===== src/rtl/tx_rel_pkg.sv =====
package tx_rel_pkg;
    typedef enum logic [1:0] {
        REL_HOLD  = 2'd0,
        REL_FRAME = 2'd1,
        REL_CUT   = 2'd2
    } rel_state_e;
endpackage


===== src/rtl/tx_rel_sync.sv =====
module tx_rel_sync #(
    parameter int STAGES = 3
) (
    input  logic clk,
    input  logic rst,
    input  logic d_in,
    output logic d_out
);
    logic [STAGES-1:0] chain_q;

    always_ff @(posedge clk) begin
        if (rst) chain_q <= '1;
        else     chain_q <= {chain_q[STAGES-2:0], d_in};
    end

    assign d_out = chain_q[STAGES-1];
endmodule


===== src/rtl/tx_rel_pkt_count.sv =====
module tx_rel_pkt_count #(
    parameter int CNT_W = 8
) (
    input  logic clk,
    input  logic rst,
    input  logic inc,
    input  logic dec,
    output logic nonzero
);
    localparam logic [CNT_W-1:0] CNT_MAX = '1;
    logic [CNT_W-1:0] cnt_q;

    always_ff @(posedge clk) begin
        if (rst) begin
            cnt_q <= '0;
        end else begin
            unique case ({inc, dec})
                2'b10:   if (cnt_q != CNT_MAX) cnt_q <= cnt_q + 1'b1;
                2'b01:   if (cnt_q != '0)      cnt_q <= cnt_q - 1'b1;
                default: cnt_q <= cnt_q;
            endcase
        end
    end

    assign nonzero = (cnt_q != '0);

    assert_step_R4: assert property (@(posedge clk) disable iff (rst)
        (cnt_q == $past(cnt_q)) || (cnt_q == $past(cnt_q) + 1'b1) ||
        (cnt_q == $past(cnt_q) - 1'b1));

    assert_both_R4: assert property (@(posedge clk) disable iff (rst)
        (inc && dec) |=> (cnt_q == $past(cnt_q)));
endmodule


===== src/rtl/tx_rel_fsm.sv =====
module tx_rel_fsm
    import tx_rel_pkg::*;
#(
    parameter bit CUT_EN = 1'b0
) (
    input  logic clk,
    input  logic rst,
    input  logic pkt_avail,
    input  logic cut_start,
    input  logic fifo_valid,
    input  logic fifo_last,
    output logic release_o
);
    rel_state_e state_q, state_d;
    logic       beat_last;
    logic       beat_more;

    assign beat_last = fifo_valid && fifo_last;
    assign beat_more = fifo_valid && !fifo_last;

    always_ff @(posedge clk) begin
        if (rst) state_q <= REL_HOLD;
        else     state_q <= state_d;
    end

    always_comb begin
        state_d = state_q;
        unique case (state_q)
            REL_HOLD: begin
                if (cut_start)                   state_d = REL_CUT;
                else if (pkt_avail && beat_more) state_d = REL_FRAME;
            end
            REL_FRAME: begin
                if (cut_start)      state_d = REL_CUT;
                else if (beat_last) state_d = REL_HOLD;
            end
            REL_CUT: begin
                if (!cut_start && beat_last) state_d = REL_HOLD;
            end
            default: state_d = REL_HOLD;
        endcase
    end

    always_comb begin
        unique case (state_q)
            REL_HOLD:  release_o = pkt_avail;
            REL_FRAME: release_o = 1'b1;
            REL_CUT:   release_o = 1'b1;
            default:   release_o = 1'b0;
        endcase
    end

    assert_frame_hold_R5: assert property (@(posedge clk) disable iff (rst)
        (state_q != REL_HOLD && !beat_last) |=> release_o);

    assert_cut_open_R3: assert property (@(posedge clk) disable iff (rst)
        cut_start |=> release_o);

    generate
        if (!CUT_EN) begin : g_nocut_chk
            assert_no_cut_R7: assert property (@(posedge clk) disable iff (rst)
                state_q != REL_CUT);
        end
    endgenerate
endmodule


===== src/rtl/tx_release_ctrl.sv =====
module tx_release_ctrl #(
    parameter int OCC_W       = 11,
    parameter int CNT_W       = 8,
    parameter int CUT_THRESH  = 0,
    parameter int SYNC_STAGES = 3
) (
    input  logic             clk,
    input  logic             rst,
    input  logic             tx_enable,
    input  logic             wr_valid,
    input  logic             wr_ready,
    input  logic             wr_last,
    input  logic [OCC_W-1:0] occupancy,
    input  logic             fifo_valid,
    input  logic             fifo_sof,
    input  logic             fifo_last,
    output logic             fifo_ready,
    output logic             mac_valid,
    output logic             mac_sof
);
    localparam bit               CUT_EN = (CUT_THRESH > 0);
    localparam logic [OCC_W-1:0] THR_L  = OCC_W'(CUT_THRESH);

    logic en_sync;
    logic pkt_nonzero;
    logic cut_start;
    logic release_w;
    logic wr_tlast_fire;
    logic rd_tlast_fire;

    tx_rel_sync #(.STAGES(SYNC_STAGES)) u_sync (
        .clk(clk), .rst(rst), .d_in(tx_enable), .d_out(en_sync)
    );

    assign wr_tlast_fire = wr_valid && wr_ready && wr_last;
    assign rd_tlast_fire = fifo_valid && fifo_ready && fifo_last;

    tx_rel_pkt_count #(.CNT_W(CNT_W)) u_count (
        .clk(clk), .rst(rst), .inc(wr_tlast_fire), .dec(rd_tlast_fire),
        .nonzero(pkt_nonzero)
    );

    generate
        if (CUT_EN) begin : g_cut
            assign cut_start = (occupancy > THR_L);
        end else begin : g_nocut
            assign cut_start = 1'b0;
        end
    endgenerate

    tx_rel_fsm #(.CUT_EN(CUT_EN)) u_fsm (
        .clk(clk), .rst(rst),
        .pkt_avail(pkt_nonzero && en_sync),
        .cut_start(cut_start),
        .fifo_valid(fifo_valid),
        .fifo_last(fifo_last),
        .release_o(release_w)
    );

    assign fifo_ready = release_w;
    assign mac_valid  = fifo_valid && release_w;
    assign mac_sof    = fifo_sof && fifo_valid && release_w;

    assert_gate_R2: assert property (@(posedge clk) disable iff (rst)
        mac_valid |-> (fifo_ready && fifo_valid));

    assert_sof_R2: assert property (@(posedge clk) disable iff (rst)
        mac_sof |-> mac_valid);

    generate
        if (SYNC_STAGES == 3) begin : g_sync_chk
            assert_sync_lag_R8: assert property (@(posedge clk) disable iff (rst)
                (!$past(rst, 3)) |-> (en_sync == $past(tx_enable, 3)));
        end
    endgenerate
endmodule


===== config.mk =====
export PLATFORM = sky130hd
export DESIGN_NAME = tx_release_ctrl
export DESIGN_NICKNAME = d
export VERILOG_FILES = /design/src/rtl/tx_rel_pkg.sv /design/src/rtl/tx_rel_sync.sv /design/src/rtl/tx_rel_pkt_count.sv /design/src/rtl/tx_rel_fsm.sv /design/src/rtl/tx_release_ctrl.sv
export SDC_FILE = /design/constraint.sdc
export NUM_CORES = 1
export LEC_CHECK = 0
export CAP_MARGIN = 20
export CORE_MARGIN = 2
export CORE_UTILIZATION = 50
export CTS_CLUSTER_SIZE = 24
export DETAILED_ROUTE_END_ITERATION = 6
export HOLD_SLACK_MARGIN = 0.06
export PLACE_DENSITY = 0.82
export SLEW_MARGIN = 20
export SYNTH_ARGS = -nofsm -noshare
export SYNTH_HDL_FRONTEND = slang
export SYNTH_SLANG_ARGS = --single-unit

===== constraint.sdc =====
create_clock -name clk -period 6 [get_ports clk]
set_input_delay 0.6 -clock clk [delete_from_list [all_inputs] [get_ports clk]]
set_output_delay 0.6 -clock clk [all_outputs]
set_load 0.02 [all_outputs]

[After elaboration in Yosys (flattened, before gate mapping)]
Index checks and enable logic that the tools add are counted.
Storage, ports and cells
  bits in registers: 13
  output and inout port bits: 3
Operators by class
  add/subtract/negate cells: 2
  equality and inequality tests: 9
  multiplexer cells: 7
  reductions and logical operators: 17
Operator list (number)
  8-bit two-way mux: 2
  8-bit case mux with 2 select lines: 1
  1-bit logical AND: 10
  8-bit by 1-bit adder with 8-bit output (second input constant): 1
  8-bit != test (second input constant): 1
  8-bit nonzero test: 1
  8-bit by 1-bit subtractor with 8-bit output (second input constant): 1
  2-bit by 1-bit != test with 1-bit output (second input constant): 3
  2-bit by 1-bit equality test with 1-bit output (second input constant): 2
  2-bit equality test (second input constant): 2
  2-bit two-way mux: 2
  2-bit case mux with 2 select lines: 1
  3-bit AND reduction: 1
  2-bit logical NOT: 1
  2-bit != test (second input constant): 1
  1-bit case mux with 2 select lines: 1
  2-bit AND reduction: 1
  2-bit nonzero test: 1
  2-bit OR reduction: 1
  1-bit logical NOT: 1

[Logic depth before layout (Yosys ltp)]
  word-level depth: 8
  mapped depth: 11
  depth with buffers taken out: 11

[Modules after synthesis]
A second synthesis with hierarchy kept.
Second synthesis, totals
  cells, all modules: 107
  area total of the unflattened synthesis: 915.9 µm²
By module, submodules not included
  tx_rel_pkt_count: times used 1, cells each 72, area each 593.1 µm²
  tx_rel_fsm: times used 1, cells each 23, area each 209.0 µm²
  tx_rel_sync: times used 1, cells each 6, area each 78.8 µm²
  tx_release_ctrl: times used 1, cells each 6, area each 35.0 µm²

[Least setup slack after synthesis]
No wires, ideal clock.
  path kind: register -> register
  start point: reg u_count.cnt_q[0]
  end point: reg u_count.cnt_q[6]
  setup time: 0.116 ns
  arrival time: 2.753 ns
  required time: 5.884 ns
  slack: 3.131 ns
  cell stages (with the launch flop): 12
  period minus slack after synthesis: 2.869 ns
  path through: dfxtp_1 -> nor4_2 -> a21oi_2 -> or2_2 -> nand2_1 -> inv_1 -> ha_1 -> nor2b_1 -> o31a_1 -> o21a_1 -> or3_1 -> a41o_2
Between the ends
  word-level cells in the longest chain between the ends: 8
  elaborated cells on any way between the ends: 17
Ends and longest elaborated chain
  start, declared: RTL line tx_rel_pkt_count.sv:11  | logic [CNT_W-1:0] cnt_q;
  start signal, assigned: RTL line tx_rel_pkt_count.sv:18  | 2'b10: if (cnt_q != CNT_MAX) cnt_q <= cnt_q + 1'b1;
  start signal, assigned: RTL line tx_rel_pkt_count.sv:19  | 2'b01: if (cnt_q != '0) cnt_q <= cnt_q - 1'b1;
  start signal, assigned: RTL line tx_rel_pkt_count.sv:20  | default: cnt_q <= cnt_q;
  8-bit nonzero test: RTL line tx_rel_pkt_count.sv:19, tx_rel_pkt_count.sv:25
  1-bit logical AND: RTL line tx_release_ctrl.sv:53  | .pkt_avail(pkt_nonzero && en_sync),
  1-bit case mux with 2 select lines: RTL line tx_rel_fsm.sv:45  | unique case (state_q)
  1-bit logical AND (2 in series): RTL line tx_release_ctrl.sv:36  | assign rd_tlast_fire = fifo_valid && fifo_ready && fifo_last;
  2-bit equality test / 2-bit by 1-bit equality test with 1-bit output (equally long branches): RTL line tx_rel_pkt_count.sv:17  | unique case ({inc, dec})
  2-bit by 1-bit != test with 1-bit output (no line) (tied with other cells)
  3-bit AND reduction (no line)
Parallel ways exist; a longest one is shown, timed or not. The select of a mux whose other input is x is not followed.
A chain may end at the register's enable or synchronous reset.

[Final worst setup path]
  start point: in fifo_valid
  end point: reg u_count.cnt_q[6]
Between the ends
  word-level cells in the longest chain between the ends: 5
  elaborated cells on any way between the ends: 9
Ends and longest elaborated chain
  start, declared: RTL line tx_release_ctrl.sv:14  | input logic fifo_valid,
  1-bit logical AND * (2 in series): RTL line tx_release_ctrl.sv:36
  2-bit equality test / 2-bit by 1-bit equality test with 1-bit output (equally long branches): RTL line tx_rel_pkt_count.sv:17
  2-bit by 1-bit != test with 1-bit output (no line) (tied with other cells)
  3-bit AND reduction (no line)
Mark *: on every way between the ends. The rest lies on a longest branch, timed or not.

==> results by group <==
Clock tree
  • Post-cts hold buffer count: 0
  • Number of CTS-inserted buffers: 3
  • CTS tree: done
  • Post-CTS setup buffer count: 0
  • Max Buffers Root-to-Sink: 2
  • Clock slew at reported path FFs: 0.07 ns
  • H-tree Lvls: 1
  • Post-CTS sizing: 0
  • Root buffer cell: clkbuf_4
  • Clock sinks: 12
  • Worst skew pair latency: 0.28 ns

Global route
  • Largest net degree at the start of global routing: 14
  • First-pass GRT wire length: 2.84 mm
  • Antenna violations before repair: 0
  • Total Routing Usage GR: 19.3%
  • Grt ovf: 0
  • Vias in the first global route: 659

Power
  • Maximum ir drop on the vdd rail: 0.217 mV
  • Leakage power: 0.000410 uW
  • Power per standard cell area: 312 nW/um^2

Timing
  • Fin. max-slew vios: 0
  • Tcrit/Tclk final: 53.3%
  • Actual slew at the worst max-slew pin: 0.541 ns
  • RSZ-0062 raised after global routing: false
  • Hold Fails Final Rpt: 0
  • Setup violators final: 0
  • Max-slew headroom at the worst pin: 63.9%
  • Sum Neg Setup Slack: 0 ns
  • Minimum clock period: 3.20 ns
  • Clock Skew: 0.000873 ns
  • F_max: 313 MHz

Final layout
  • Layout cells sized above 1: 15.0%
  • Core Util, Final: 65.3%
  • Number of fill cells: 142
  • Post-Layout Cell Count: 123
  • Multi-input gate area: 586 sq um
  • Most frequent cells in the layout: 12 x dfxtp_1, 11 x clkdlybuf4s50_1, 8 x nor2_1, 6 x a21oi_1, 6 x ha_1
  • Area grow syn2layout: 19.3%
  • Final net count: 135
  • Number of diodes: 0
  • Most common cell after layout, fill and taps aside: dfxtp_1
  • Register area: 240 sq um

Worst hold path
  • Worst Hold Class: flop to flop
  • HP Start: u_sync.chain_q[1]$_SDFF_PP1_
  • WHS Path Cells: 1
  • Hold EP: u_sync.chain_q[2]$_SDFF_PP1_

Worst setup path
  • CP Buf/Inv Count: 2
  • Flop2flop setup slack: 2.90 ns
  • Worst Setup Start Kind: input pin
  • Worst R2R Path Depth: 11
  • Slowest CP cell: clkdlybuf4s50_1
  • Critical path cell sequence: clkdlybuf4s50_1, and3_1, or2_2, nand2_1, inv_1, ha_1, nor2b_1, o31a_1, o21a_1, or3_1, a41o_2
  • Worst Path Required: 6.18 ns
  • Crit path max-delay family: simple AND/OR/NAND/NOR gates
  • R2R Path Start: u_count.cnt_q[0]$_SDFFE_PP0P_
  • Crit. Startpoint: fifo_valid
  • Crit path max fanout: 6
  • Critical Path Sink Type: flop
  • Setup CP Type: input pin to flop
  • R2r endpoint: u_count.cnt_q[6]$_SDFFE_PP0P_
  • Worst Path Arrival: 3.37 ns
  • Max stage delay on crit path: 0.47 ns

Synth
  • Yosys reg bits: 12
  • Area fraction in compound gates after synthesis: 25.2%
  • Fraction of registers with async set/reset: 0%
  • Synth Area in XOR/XNOR: 4.15%
  • Synth Instances: 93
  • Simple-gate share of the synthesized area: 25.2%
  • Avg Inst Size Synth: 9.08 sq um
  • Post-synthesis sequential area ratio: 28.4%
  • Mapped Nets: 120
  • Post-Syn Area: 845 sq um
  • YS warnings: 0
  • Post-synthesis mux area share: 3.56%
  • Post-Synth Adder-Cell Area: 11.3%
  • Largest family of logic cells by synthesized area: compound AO/OA/AOI/OAI gates
  • Yosys cell types: 37
  • Post-synth top flop: dfxtp_1
  • EDFF count, synth: 0

Placement
  • Placed insts: 119
  • Post-DP HPWL: 1.27 mm
  • I/O Buffers: 11
  • GP Congestion: 0.776

Drt
  • Iteration-0 DRC Markers: 4
  • Initial DRT Pass Iterations: 3
  • WL per Instance: 13.0 um
  • Routed wire length: 1.61 mm
  • DR vias/cell: 5.85
  • Vias: 719
  • Antenna-violating nets left: 0
  • Drt drc: 0

Die
  • Placeable Area: 1540 sq um
  • FP Rows: 14
  • Starting Density: 54.8%
  • Die width: 45.1 um
  • Die ar.: 2030 sq um
  • I/O pin cnt: 23
  • Die Y-Extent: 45.1 um

Flow run
  • # Max-Cap Violations: 0

Run status
  • Status: complete, no violations
## synth_stat cells (2+ instances only)
library cell,count,area (sq um)
nor4_1,2,12.5
ha_1,6,75.1
o21ai_0,3,15.0
nand4_1,2,12.5
or3_1,2,12.5
nor2_1,8,30.0
nor3b_1,2,15.0
or2_2,4,25.0
and3_1,2,12.5
o21a_1,4,30.0
a21oi_1,6,30.0
nand3_1,2,10.0
a211oi_1,2,15.0
dfxtp_1,12,240
xnor2_1,4,35.0
mux2i_1,3,30.0
nand2_1,3,11.3
inv_1,4,15.0
o21bai_1,3,22.5
nor3_1,2,10.0
## cells by family (layout without fill, tap and decap cells)
kind of cell | Yosys count | count (layout)
flops | 12 | 12
compound gates | 27 | 27
fa+ha+maj | 7 | 7
simple gates | 35 | 35
buf+inv | 5 | 19
xor+xnor | 4 | 4
mux | 3 | 3
## routing by layer
layer  share of wire [%]  routed length, um  track usage, %
met4                 2.6                 42            10.6
met3                 3.9                 63            2.40
met2                  46                736            29.7
met1                  48                763            26.2
met5                   0                  0               0
## worst max-delay path by stage
| stage | depth (start not counted) | to | slack [ns] |
|---|---|---|---|
| CTS | 11 | u_count.cnt_q[6]$_SDFFE_PP0P_ | 2.81 |
| detailed placement | 11 | u_count.cnt_q[6]$_SDFFE_PP0P_ | 2.53 |
| floorplan | 11 | u_count.cnt_q[6]$_SDFFE_PP0P_ | 3.13 |
| global route | 12 | u_count.cnt_q[6]$_SDFFE_PP0P_ | 2.60 |
| global placement | 11 | u_count.cnt_q[6]$_SDFFE_PP0P_ | 2.53 |
| finish | 11 | u_count.cnt_q[6]$_SDFFE_PP0P_ | 2.80 |
## through the flow
| stage | cell area [sq um] | hold WS [ns] | power (uW) | setup WS, ns |
|---|---|---|---|---|
| floorplan | 845 | 0.389 | 211 | 3.13 |
| global placement | 971 | 0.392 | 248 | 2.53 |
| detailed placement | 971 | 0.403 | 251 | 2.53 |
| CTS | 1010 | 0.422 | 317 | 2.81 |
| global route | 1010 | 0.431 | 338 | 2.60 |
| finish | 1010 | 0.417 | 314 | 2.80 |
## cell type report
| cell class | instances | share of cell area (%) |
|---|---|---|
| Tap cell | 16 | 1.99 |
| Multi-Input combinational cell | 76 | 58.1 |
| Timing Repair Buffer | 11 | 10.9 |
| Inverter | 4 | 1.49 |
| Clock buffer | 4 | 3.60 |
| Sequential cell | 12 | 23.9 |
## sequential cells by signal, summed over array words and instances (netlist names)
name,count
u_count.cnt_q,8
u_sync.chain_q,3
u_fsm.state_q,1
## worst register-to-register path: stages, from the launching register on
cell	delay (ns)
dfxtp_1	0.38
nor4_2	0.39
a21oi_2	0.14
or2_2	0.33
nand2_1	0.10
inv_1	0.13
ha_1	0.35
nor2b_1	0.16
o31a_1	0.25
o21a_1	0.18
or3_1	0.31
a41o_2	0.26
## power by group
| part | total, uW | switching (uW) | internal [uW] |
|---|---|---|---|
| sequential | 102 | 12.5 | 89.4 |
| combinational | 147 | 73.9 | 73.3 |
| clock | 64.8 | 27.9 | 36.9 |
Power figures use the tool's default switching activity.
